--- src/rtl/hbts_pkg.sv ---
package hbts_pkg;
  // Default sizes shared by the block and its bench
  localparam int FINE_W_DEF   = 5;
  localparam int COARSE_W_DEF = 16;
  localparam int MAX_LAG_DEF  = 1;

  // Pairing state of the merge stage
  typedef enum logic [0:0] {
    PAIR_IDLE = 1'b0,
    PAIR_HOLD = 1'b1
  } pair_st_t;
endpackage

--- src/rtl/hbts_coarse_cnt.sv ---
module hbts_coarse_cnt #(
  parameter int CW = 16
) (
  input  logic          clk,
  input  logic          rst,
  output logic [CW-1:0] cnt
);
  always_ff @(posedge clk) begin
    if (rst) cnt <= '0;
    else     cnt <= cnt + 1'b1;
  end
endmodule

--- src/rtl/hbts_chan_cap.sv ---
module hbts_chan_cap #(
  parameter int CW = 16,
  parameter int FW = 5
) (
  input  logic          clk,
  input  logic          rst,
  input  logic          hit,
  input  logic [FW-1:0] code,
  input  logic [CW-1:0] cnt,
  output logic          ev_vld,
  output logic [CW-1:0] ev_cnt,
  output logic [FW-1:0] ev_code
);
  always_ff @(posedge clk) begin
    if (rst) begin
      ev_vld  <= 1'b0;
      ev_cnt  <= '0;
      ev_code <= '0;
    end else begin
      ev_vld <= hit;
      if (hit) begin
        ev_cnt  <= cnt;
        ev_code <= code;
      end
    end
  end
endmodule

--- src/rtl/hbts_merge.sv ---
module hbts_merge
  import hbts_pkg::*;
#(
  parameter int CW      = 16,
  parameter int FW      = 5,
  parameter int MAX_LAG = 1,
  localparam int TS_W   = CW + FW + 1,
  localparam int AGE_W  = $clog2(MAX_LAG + 1) + 1
) (
  input  logic            clk,
  input  logic            rst,
  input  logic            ev_a_vld,
  input  logic [CW-1:0]   ev_a_cnt,
  input  logic [FW-1:0]   ev_a_code,
  input  logic            ev_b_vld,
  input  logic [CW-1:0]   ev_b_cnt,
  input  logic [FW-1:0]   ev_b_code,
  output logic            pend,
  output logic            out_vld,
  output logic [TS_W-1:0] out_ts
);
  pair_st_t         st_q;
  logic [AGE_W-1:0] age_q;
  logic [CW-1:0]    hold_cnt;
  logic [FW-1:0]    hold_code;

  logic [CW-1:0]    a_cnt;
  logic [FW-1:0]    a_code;
  logic             a_live;
  logic             pair;
  logic [CW-1:0]    lag;
  logic [TS_W-1:0]  sum;

  always_comb begin
    a_cnt  = ev_a_vld ? ev_a_cnt  : hold_cnt;
    a_code = ev_a_vld ? ev_a_code : hold_code;
    a_live = ev_a_vld || (st_q == PAIR_HOLD);
    pair   = ev_b_vld && a_live;
    lag    = ev_b_cnt - a_cnt;
    sum    = {a_cnt, {(FW + 1){1'b0}}}
           + TS_W'(a_code)
           + TS_W'(ev_b_code)
           + (TS_W'(lag) << FW);
  end

  assign pend = (st_q == PAIR_HOLD);

  always_ff @(posedge clk) begin
    if (rst) begin
      st_q      <= PAIR_IDLE;
      age_q     <= '0;
      hold_cnt  <= '0;
      hold_code <= '0;
      out_vld   <= 1'b0;
      out_ts    <= '0;
    end else begin
      out_vld <= pair;
      if (pair) out_ts <= sum;
      if (pair) begin
        st_q <= PAIR_IDLE;
      end else if (ev_a_vld) begin
        st_q      <= PAIR_HOLD;
        hold_cnt  <= ev_a_cnt;
        hold_code <= ev_a_code;
        age_q     <= AGE_W'(1);
      end else if (st_q == PAIR_HOLD) begin
        if (age_q >= AGE_W'(MAX_LAG)) st_q <= PAIR_IDLE;
        else                          age_q <= age_q + 1'b1;
      end
    end
  end
endmodule

--- src/rtl/halfbin_ts_combiner.sv ---
module halfbin_ts_combiner
  import hbts_pkg::*;
#(
  parameter int CW      = COARSE_W_DEF,
  parameter int FW      = FINE_W_DEF,
  parameter int MAX_LAG = MAX_LAG_DEF,
  localparam int TS_W   = CW + FW + 1,
  localparam int NCH    = 2
) (
  input  logic            clk,
  input  logic            rst,
  input  logic            hit_a,
  input  logic [FW-1:0]   code_a,
  input  logic            hit_b,
  input  logic [FW-1:0]   code_b,
  output logic            ts_vld,
  output logic [TS_W-1:0] ts
);
  logic [CW-1:0] cnt;
  logic          hit_v   [NCH];
  logic [FW-1:0] code_v  [NCH];
  logic          ev_vld  [NCH];
  logic [CW-1:0] ev_cnt  [NCH];
  logic [FW-1:0] ev_code [NCH];
  logic          pend;

  assign hit_v[0]  = hit_a;
  assign hit_v[1]  = hit_b;
  assign code_v[0] = code_a;
  assign code_v[1] = code_b;

  hbts_coarse_cnt #(.CW(CW)) u_cnt (
    .clk (clk),
    .rst (rst),
    .cnt (cnt)
  );

  for (genvar g = 0; g < NCH; g++) begin : g_cap
    hbts_chan_cap #(.CW(CW), .FW(FW)) u_cap (
      .clk     (clk),
      .rst     (rst),
      .hit     (hit_v[g]),
      .code    (code_v[g]),
      .cnt     (cnt),
      .ev_vld  (ev_vld[g]),
      .ev_cnt  (ev_cnt[g]),
      .ev_code (ev_code[g])
    );
  end

  hbts_merge #(.CW(CW), .FW(FW), .MAX_LAG(MAX_LAG)) u_merge (
    .clk       (clk),
    .rst       (rst),
    .ev_a_vld  (ev_vld[0]),
    .ev_a_cnt  (ev_cnt[0]),
    .ev_a_code (ev_code[0]),
    .ev_b_vld  (ev_vld[1]),
    .ev_b_cnt  (ev_cnt[1]),
    .ev_b_code (ev_code[1]),
    .pend      (pend),
    .out_vld   (ts_vld),
    .out_ts    (ts)
  );
endmodule

--- config.mk ---
export PLATFORM = sky130hd
export DESIGN_NAME = halfbin_ts_combiner
export DESIGN_NICKNAME = d
export VERILOG_FILES = /design/src/rtl/hbts_pkg.sv /design/src/rtl/hbts_coarse_cnt.sv /design/src/rtl/hbts_chan_cap.sv /design/src/rtl/hbts_merge.sv /design/src/rtl/halfbin_ts_combiner.sv
export SDC_FILE = /design/constraint.sdc
export NUM_CORES = 1
export LEC_CHECK = 0
export CAP_MARGIN = 15
export CORE_UTILIZATION = 35
export CTS_CLUSTER_DIAMETER = 30
export DETAILED_ROUTE_END_ITERATION = 7
export GPL_TIMING_DRIVEN = 1
export SLEW_MARGIN = 20
export SYNTH_ARGS = -nofsm -noshare
export SYNTH_HDL_FRONTEND = slang
export SYNTH_SLANG_ARGS = --single-unit
export TNS_END_PERCENT = 10
--- constraint.sdc ---
create_clock -name clk -period 8.06 [get_ports clk]
set_clock_uncertainty 0.05 [all_clocks]
set_input_delay 1.612 -clock clk [delete_from_list [all_inputs] [get_ports clk]]
set_output_delay 1.612 -clock clk [all_outputs]
set_load 0.03 [all_outputs]
==> summary.txt, run 1 <==
Placement
  – Dpl ws: about 3.5 ns
  – DPL Wire Length: a little over 9000 um
  – RePlAce Congestion: about 0.83
  – I/O Buffers: 36
  – Post-DP Area: roughly 6300 um^2

Worst setup path
  – Crit. End Element: flip-flop
  – Worst Path Class, Setup: flip-flop to flip-flop
  – CP required: 8.25 ns
  – Crit Path Max Fanout: 19
  – Worst Path Arrival: approximately 4.7 ns
  – Startpoint types: flip-flop

Pwr
  – Pwr dens: approximately 170 nW/um^2
  – VDD IR-drop max: 0.0863 mV
  – Total power: ~1100 uW
  – LEAKAGE: about 0.0028 uW

Global route
  – Overall routing resource usage: 0.158
  – Largest net degree at the start of global routing: a little under 70
  – First-pass GRT wire length: 21200 um
  – Vias in the first global route: 4512
  – Total congestion overflow: 0
  – Initial antenna violation count: 0

Worst hold path
  – Hold Path Class: flip-flop to flip-flop

Timing
  – Final period util: 0.563
  – Slew Limit Fails: 0
  – Final worst setup slack: 3.52 ns
  – Unrepaired setup endpoints after global routing: false
  – Worst Tran Pin Value: 1.04 ns
  – Setup Total Neg Slack: 0 ns
  – Max_slew headroom: 0.305
  – Setup Viol. Count Final: 0
  – Max Freq: ~220 MHz
  – Fin crit period: roughly 4.5 ns
  – Fin. Hold Viols: 0
  – Worst hold slack: ~0.4 ns

Routing
  – DR vias: approximately 4600
  – Drc violations: 0
  – Drt initial violations: around 180
  – TritonRoute pass-1 iters: 5
  – Drt wl/cell: 14.0 um
  – Final wirelength: ~13000 um
  – Antenna Nets Post-Route: 0
  – Avg Vias per Cell: roughly 5.2

Synth
  – List of most frequent post-synthesis cells: dfxtp_1 (107), nor2_1 (89), mux2i_1 (59), nand2_1 (50), o21ai_0 (45)
  – Yosys warns: 0
  – Yosys reg bits: roughly 110
  – EDFF count, synth: 0
  – Synth area leader: dfxtp_1
  – Post-synth cell types: 60
  – Yosys top cell area share: 0.373
  – Top FF cell, synth: dfxtp_1
  – Post-synthesis sequential area ratio: 0.373
  – Synthesized area: 5750 um^2
  – Syn Area/Cell: 8.74 um^2
  – Ranking of synthesized cells by area: dfxtp_1 (37%), mux2i_1 (10%), ha_1 (8.5%)
  – Syn Nets: 713
  – Most common cell in the synthesized netlist: dfxtp_1
  – Post-synth ARST share: 0
  – Syn Inst Count: 658

Clock tree
  – Worst-path clk slew: around 0.070 ns
  – Skew-Pair Late Insertion Delay: 0.35 ns
  – CTS buffer count: 9
  – Clk buf depth: 2
  – Clk sinks: approximately 110
  – CTS H-Tree Depth: 3
  – Hold Buf Count CTS: 0
  – CTS tree: built
  – Resized Gates After CTS: 0
  – Postcts setup bufs: 0
  – Root buffer cell: clkbuf_16

Die
  – Die Width: between 100 and 150 um
  – Die height: between 100 and 150 um
  – Initial Utilization: 0.361
  – Io pins: 37
  – Die footprint: about 17000 um^2
  – Num rows: 46
  – Core Area: 15900 um^2

Job
  – Max cap viols: 0

Final layout
  – Final #Nets: 733
  – N_diodes: 0
  – FF/Latch Area: approximately 2100 um^2
  – Layout cells sized above 1: 0.0483
  – Fillers: 1570
  – Syn-to-layout area delta: 14.8%
  – Post-route cell area: around 6600 um^2
  – Area of the multi-input gates: ~3400 um^2

Outcome
  – Status: finished clean
## routing by layer
metal  part of all wire  GRT usage  wire, um
met2               0.47      0.272      5970
met1               0.48      0.197      6110
met4              0.011     0.0492       143
met5                  0          0         0
met3              0.031     0.0308       388
## cell families (layout without fill, tap and decap cells)
logic type                 Yosys count  after routing  share of synthesized area
AOI/OAI and AO/OA                  142            142                      0.162
xor gates and xnor gates            32             32                     0.0488
adders and majority gates           41             41                     0.0919
buffers and inverters               59             84                     0.0403
DFF                                107            107                      0.373
muxes                               64             64                      0.113
and+or+nand+nor                    213            213                      0.172
## layout make-up
type | instances | area share
multi-input cells | 492 | 0.513
flip-flops and latches | 107 | 0.325
repair buffers | 40 | 0.0584
clock buffers | 13 | 0.0410
well taps | 216 | 0.0410
inverters | 28 | 0.0159
clock inverters | 3 | 0.00664
## worst max-delay path: stages (launching register included)
cell,delay [ns]
dfxtp_1,0.47
buf_4,0.36
mux2_2,0.41
ha_1,0.24
fa_1,0.42
nor2b_1,0.17
o31a_1,0.17
o21bai_1,0.10
a31oi_1,0.23
o41ai_1,0.11
xnor2_1,0.14
ha_1,0.38
a21oi_1,0.27
nor2b_1,0.07
o21ai_0,0.15
nand2b_1,0.08
or3_1,0.34
a32o_1,0.25
## registers in the layout (all words and copies together), names as in the netlist
name,count
g_cap.u_cap.ev_cnt,32
u_merge.out_ts,22
u_cnt.cnt,16
u_merge.hold_cnt,16
g_cap.u_cap.ev_code,10
u_merge.hold_code,5
g_cap.u_cap.ev_vld,2
u_merge.age_q,2
u_merge.out_vld,1
u_merge.pend,1
## power by group
| group | switching (uW) | total, uW | internal (uW) |
|---|---|---|---|
| logic | 71.8 | 127 | 55.3 |
| clock network | 188 | 455 | 267 |
| registers | 8.23 | 547 | 538 |
## cells in the final DEF (no fill, tap or decap), types with 3 or more instances in the layout
| master | n |
|---|---|
| dfxtp_1 | 107 |
| nor2_1 | 89 |
| mux2i_1 | 59 |
| nand2_1 | 50 |
| o21ai_0 | 45 |
| ha_1 | 39 |
| clkdlybuf4s50_1 | 35 |
| a21oi_1 | 31 |
| inv_1 | 27 |
| nand3_1 | 17 |
| xnor2_1 | 17 |
| xor2_1 | 15 |
| nor3_1 | 9 |
| or3_1 | 9 |
| clkbuf_16 | 9 |
| nand2b_1 | 8 |
| nor2b_1 | 7 |
| a211oi_1 | 7 |
| o211ai_1 | 7 |
| a22o_1 | 6 |
| mux2_2 | 5 |
| a21o_1 | 5 |
| o21a_1 | 5 |
| nand4_1 | 5 |
| o2111a_1 | 4 |
| o21ai_1 | 4 |
| o21bai_1 | 4 |
| and3_1 | 4 |
| a32o_1 | 4 |
| buf_4 | 4 |
| nand4b_1 | 3 |
| clkbuf_8 | 3 |
## path summary, 6_finish.rpt
| path | start | depth (start not counted) | to | slack [ns] |
|---|---|---|---|---|
| worst max-delay path | g_cap[0].u_cap.ev_vld | 17 | u_merge.out_ts[20] | 3.52 |
| worst min-delay path | u_merge.hold_cnt[7] | 2 | u_merge.hold_cnt[7] | 0.40 |
| worst max register to register | g_cap[0].u_cap.ev_vld | 17 | u_merge.out_ts[20] | 3.52 |
| worst min register to register | u_merge.hold_cnt[7] | 2 | u_merge.hold_cnt[7] | 0.40 |
## per-stage QoR
step / util / std cells
CTS: 0.414 / 899
detailed placement: 0.394 / 883
global route: 0.414 / 899
floorplan: - / 658
finish: 0.414 / 899
global placement: 0.394 / 883
Note: power is estimated with default switching activity, not from simulation.
==> run 2: changes to the inputs <==
==> constraint.sdc (replaced) <==
create_clock -name clk -period 4 [get_ports clk]
set_clock_uncertainty 0.05 [all_clocks]
set_input_delay 0.8 -clock clk [delete_from_list [all_inputs] [get_ports clk]]
set_output_delay 0.8 -clock clk [all_outputs]
set_load 0.03 [all_outputs]
==> run 2 against run 1 <==
Critical path depth down 4; worst setup slack worse by 3.3 ns; clock power up 98%; die area unchanged; wire length rose by 4.4%; cell area rose by 5.3%; hold slack about the same; global-route usage rose by 0.30 points; maximum frequency increased by 19%.
==> summary.txt, run 2 (synthesized netlist as in run 1, its figures left out) <==
Outcome
  – Status: finished clean

Timing
  – Max_slew headroom: 0.545 (+0.240)
  – Setup Total Neg Slack: 0 ns (unchanged)
  – Fin. Hold Viols: 0 (unchanged)
  – Fin crit period: 3.81 ns (-0.728 ns)
  – Max Freq: 263 MHz (+19%)
  – Final period util: 0.952 (+0.389)
  – Setup Viol. Count Final: 0 (unchanged)
  – Worst Tran Pin Value: 0.682 ns (-0.354 ns)
  – Unrepaired setup endpoints after global routing: true
  – Slew Limit Fails: 0 (unchanged)

Clock tree
  – Worst-path clk slew: 0.07 ns (about the same)
  – Hold Buf Count CTS: 0 (unchanged)
  – Skew-Pair Late Insertion Delay: 0.36 ns (about the same)
  – CTS H-Tree Depth: 3 (unchanged)
  – Root buffer cell: clkbuf_16
  – CTS buffer count: 9 (unchanged)
  – CTS tree: built
  – Clk buf depth: 2 (unchanged)
  – Clk sinks: 107 (unchanged)

Final layout
  – Final #Nets: 767 (+4.6%)
  – Fillers: 1563 (-0.45%)
  – Layout cells sized above 1: 0.122 (+0.0732)
  – Post-route cell area: 6950 um^2 (+5.3%)
  – N_diodes: 0 (unchanged)
  – Most common cell after layout, fill and taps aside: dfxtp_1
  – Most frequent cells in the layout: dfxtp_1 (106), nor2_1 (89), mux2i_1 (52)
  – Largest registers: g_cap.u_cap.ev_cnt: 32 flops, u_merge.out_ts: 22 flops
  – FF/Latch Area: 2150 um^2 (+0.18%)
  – Syn-to-layout area delta: 20.9%
  – Area of the multi-input gates: 3470 um^2 (+2.6%)
  – Largest register FFs: 32 (unchanged)
  – Most flops, register: g_cap.u_cap.ev_cnt

Routing
  – TritonRoute pass-1 iters: 4 (-1)
  – Drc violations: 0 (unchanged)
  – Antenna Nets Post-Route: 0 (unchanged)
  – DR vias: 4653 (+0.35%)
  – Avg Vias per Cell: 4.99 (-3.2%)
  – Drt initial violations: 172 (-2.3%)
  – Final wirelength: 13200 um (+4.4%)
  – Drt wl/cell: 14.1 um (+0.70%)

Die
  – Die height: 130 um (unchanged)
  – Die footprint: 16900 um^2 (unchanged)
  – Core Area: 15900 um^2 (unchanged)
  – Die Width: 130 um (unchanged)
  – Num rows: 46 (unchanged)
  – Io pins: 37 (unchanged)
  – Initial Utilization: 0.361 (unchanged)

Global route
  – Met2 Track Usage GR: 0.274 (+0.00219)
  – Met1 GRT Util: 0.200 (+0.00262)
  – Initial antenna violation count: 0 (unchanged)
  – Busiest grt layer: met2
  – Met3 Use GR: 0.0308 (unchanged)
  – Overall routing resource usage: 0.161 (+0.00303)
  – Total congestion overflow: 0 (unchanged)
  – Largest net degree at the start of global routing: 67 (-1.5%)
  – Vias in the first global route: 4439 (-1.6%)
  – First-pass GRT wire length: 21300 um (+0.59%)

Worst setup path
  – CP delay by family, top: simple AND/OR/NAND/NOR gates
  – Largest stage delay, worst path: 0.43 ns (-0.04 ns)
  – Worst path most repeated cell: or3_1
  – Slowest CP cell: or3b_4
  – Reg2reg end: u_merge.out_ts[19]
  – Worst Path Arrival: 4.00 ns (-0.72 ns)
  – CP Buf/Inv Count: 1 (unchanged)
  – Worst Path Class, Setup: flip-flop to flip-flop
  – R2R Setup Slk: 0.19 ns (-3.33 ns)
  – Worst path cell trace: buf_8 > mux2i_1 > ha_1 > nor2b_1 > or2_1 > or3b_4 > a2111o_1 > nand3_1 > ha_4 > nand2_1 > or3_1 > o2111a_1 > or3_1
  – CP required: 4.19 ns (-4.06 ns)
  – Crit Path Max Fanout: 7 (-12)
  – Critical R2R Launch: g_cap[0].u_cap.ev_vld
  – Worst r2r path cells: 13 (-4)
  – Crit. End Element: flip-flop
  – Startpoint types: flip-flop

Pwr
  – Total power: 2280 uW (+100%)
  – Pwr dens: 329 nW/um^2 (+92%)
  – VDD IR-drop max: 0.279 mV (+220%)
  – LEAKAGE: 0.00294 uW (+5.7%)

Placement
  – Post-DP Area: 6510 um^2 (+3.7%)
  – RePlAce Congestion: 0.846 (+2.1%)
  – DPL Wire Length: 9750 um (+4.9%)
  – I/O Buffers: 36 (unchanged)

Worst hold path
  – Hold Crit Start: u_merge.hold_cnt[11]
  – Hold Path Class: flip-flop to flip-flop
  – Hold path endpoint: u_merge.hold_cnt[11]
  – Hold Crit Depth: 2 (unchanged)

Job
  – Max cap viols: 0 (unchanged)
[run 2: cell types whose count changed in the layout (fill, tap and decap cells not counted), moves of 2 or more]
| cell | previous run | this run |
|---|---|---|
| buf_4 | 4 | 36 |
| mux2i_1 | 59 | 52 |
| mux2i_2 | 0 | 6 |
| ha_1 | 39 | 36 |
| buf_8 | 0 | 2 |
| clkbuf_8 | 3 | 1 |
| ha_2 | 0 | 2 |
| nor2b_2 | 0 | 2 |
| nor3_1 | 9 | 7 |
| nor3_2 | 0 | 2 |
| o21ai_0 | 45 | 43 |
| o21ai_1 | 4 | 6 |
[run 2: cell type report]
type	count	share of cell area
multi-input cells	492	0.500
flip-flops and latches	107	0.309
repair buffers	74	0.0944
well taps	216	0.0389
clock buffers	10	0.0344
inverters	28	0.0151
clock inverters	5	0.00865
[run 2: worst max path at each step]
stage               slack [ns]  cells past startpoint                  to                  start
finish                    0.19                     13  u_merge.out_ts[19]  g_cap[0].u_cap.ev_vld
global route             -0.06                     16  u_merge.out_ts[17]  g_cap[0].u_cap.ev_vld
CTS                       0.03                     16  u_merge.out_ts[20]  g_cap[0].u_cap.ev_vld
detailed placement       -0.03                     14  u_merge.out_ts[19]  g_cap[0].u_cap.ev_vld
global placement          0.02                     14  u_merge.out_ts[20]  g_cap[0].u_cap.ev_vld
floorplan                -0.03                     19  u_merge.out_ts[20]  g_cap[0].u_cap.ev_vld
[run 2: stage by stage]
stage	hold slack, ns	setup slack, ns	utilization	cells
floorplan	0.374	-0.0321	-	658
global placement	0.385	0.0224	0.408	914
detailed placement	0.392	-0.0290	0.408	914
CTS	0.408	0.0311	0.428	929
global route	0.431	-0.0591	0.436	932
finish	0.402	0.191	0.436	932
[run 2: report_power, final]
| part | internal [uW] | switching [uW] | leakage [uW] | total (uW) |
|---|---|---|---|---|
| clock | 502 | 400 | 0.000145 | 902 |
| combinational | 130 | 150 | 0.00192 | 280 |
| sequential | 1080 | 17.1 | 0.000867 | 1100 |
[run 2: worst min-delay path: stages, from the launching register on]
cell and delay [ns]:
dfxtp_1 0.33, nand2_1 0.04, o21ai_0 0.05
[run 2: per-layer routing]
layer | vias to the layer above | routed length (um)
met3 | 14 | 376
met1 | 2144 | 6410
met5 | - | 0
met2 | 66 | 6130
met4 | 0 | 255
li1 | 2429 | -
[run 2: timing repair]
item | 4_1_cts | 5_1_grt
hold endpoints to repair | 0 | 0
setup buffers | 0 | 3
endpoints found under the setup margin | 3 | 3
resized for setup | 2 | 26
pin swaps | 0 | 8
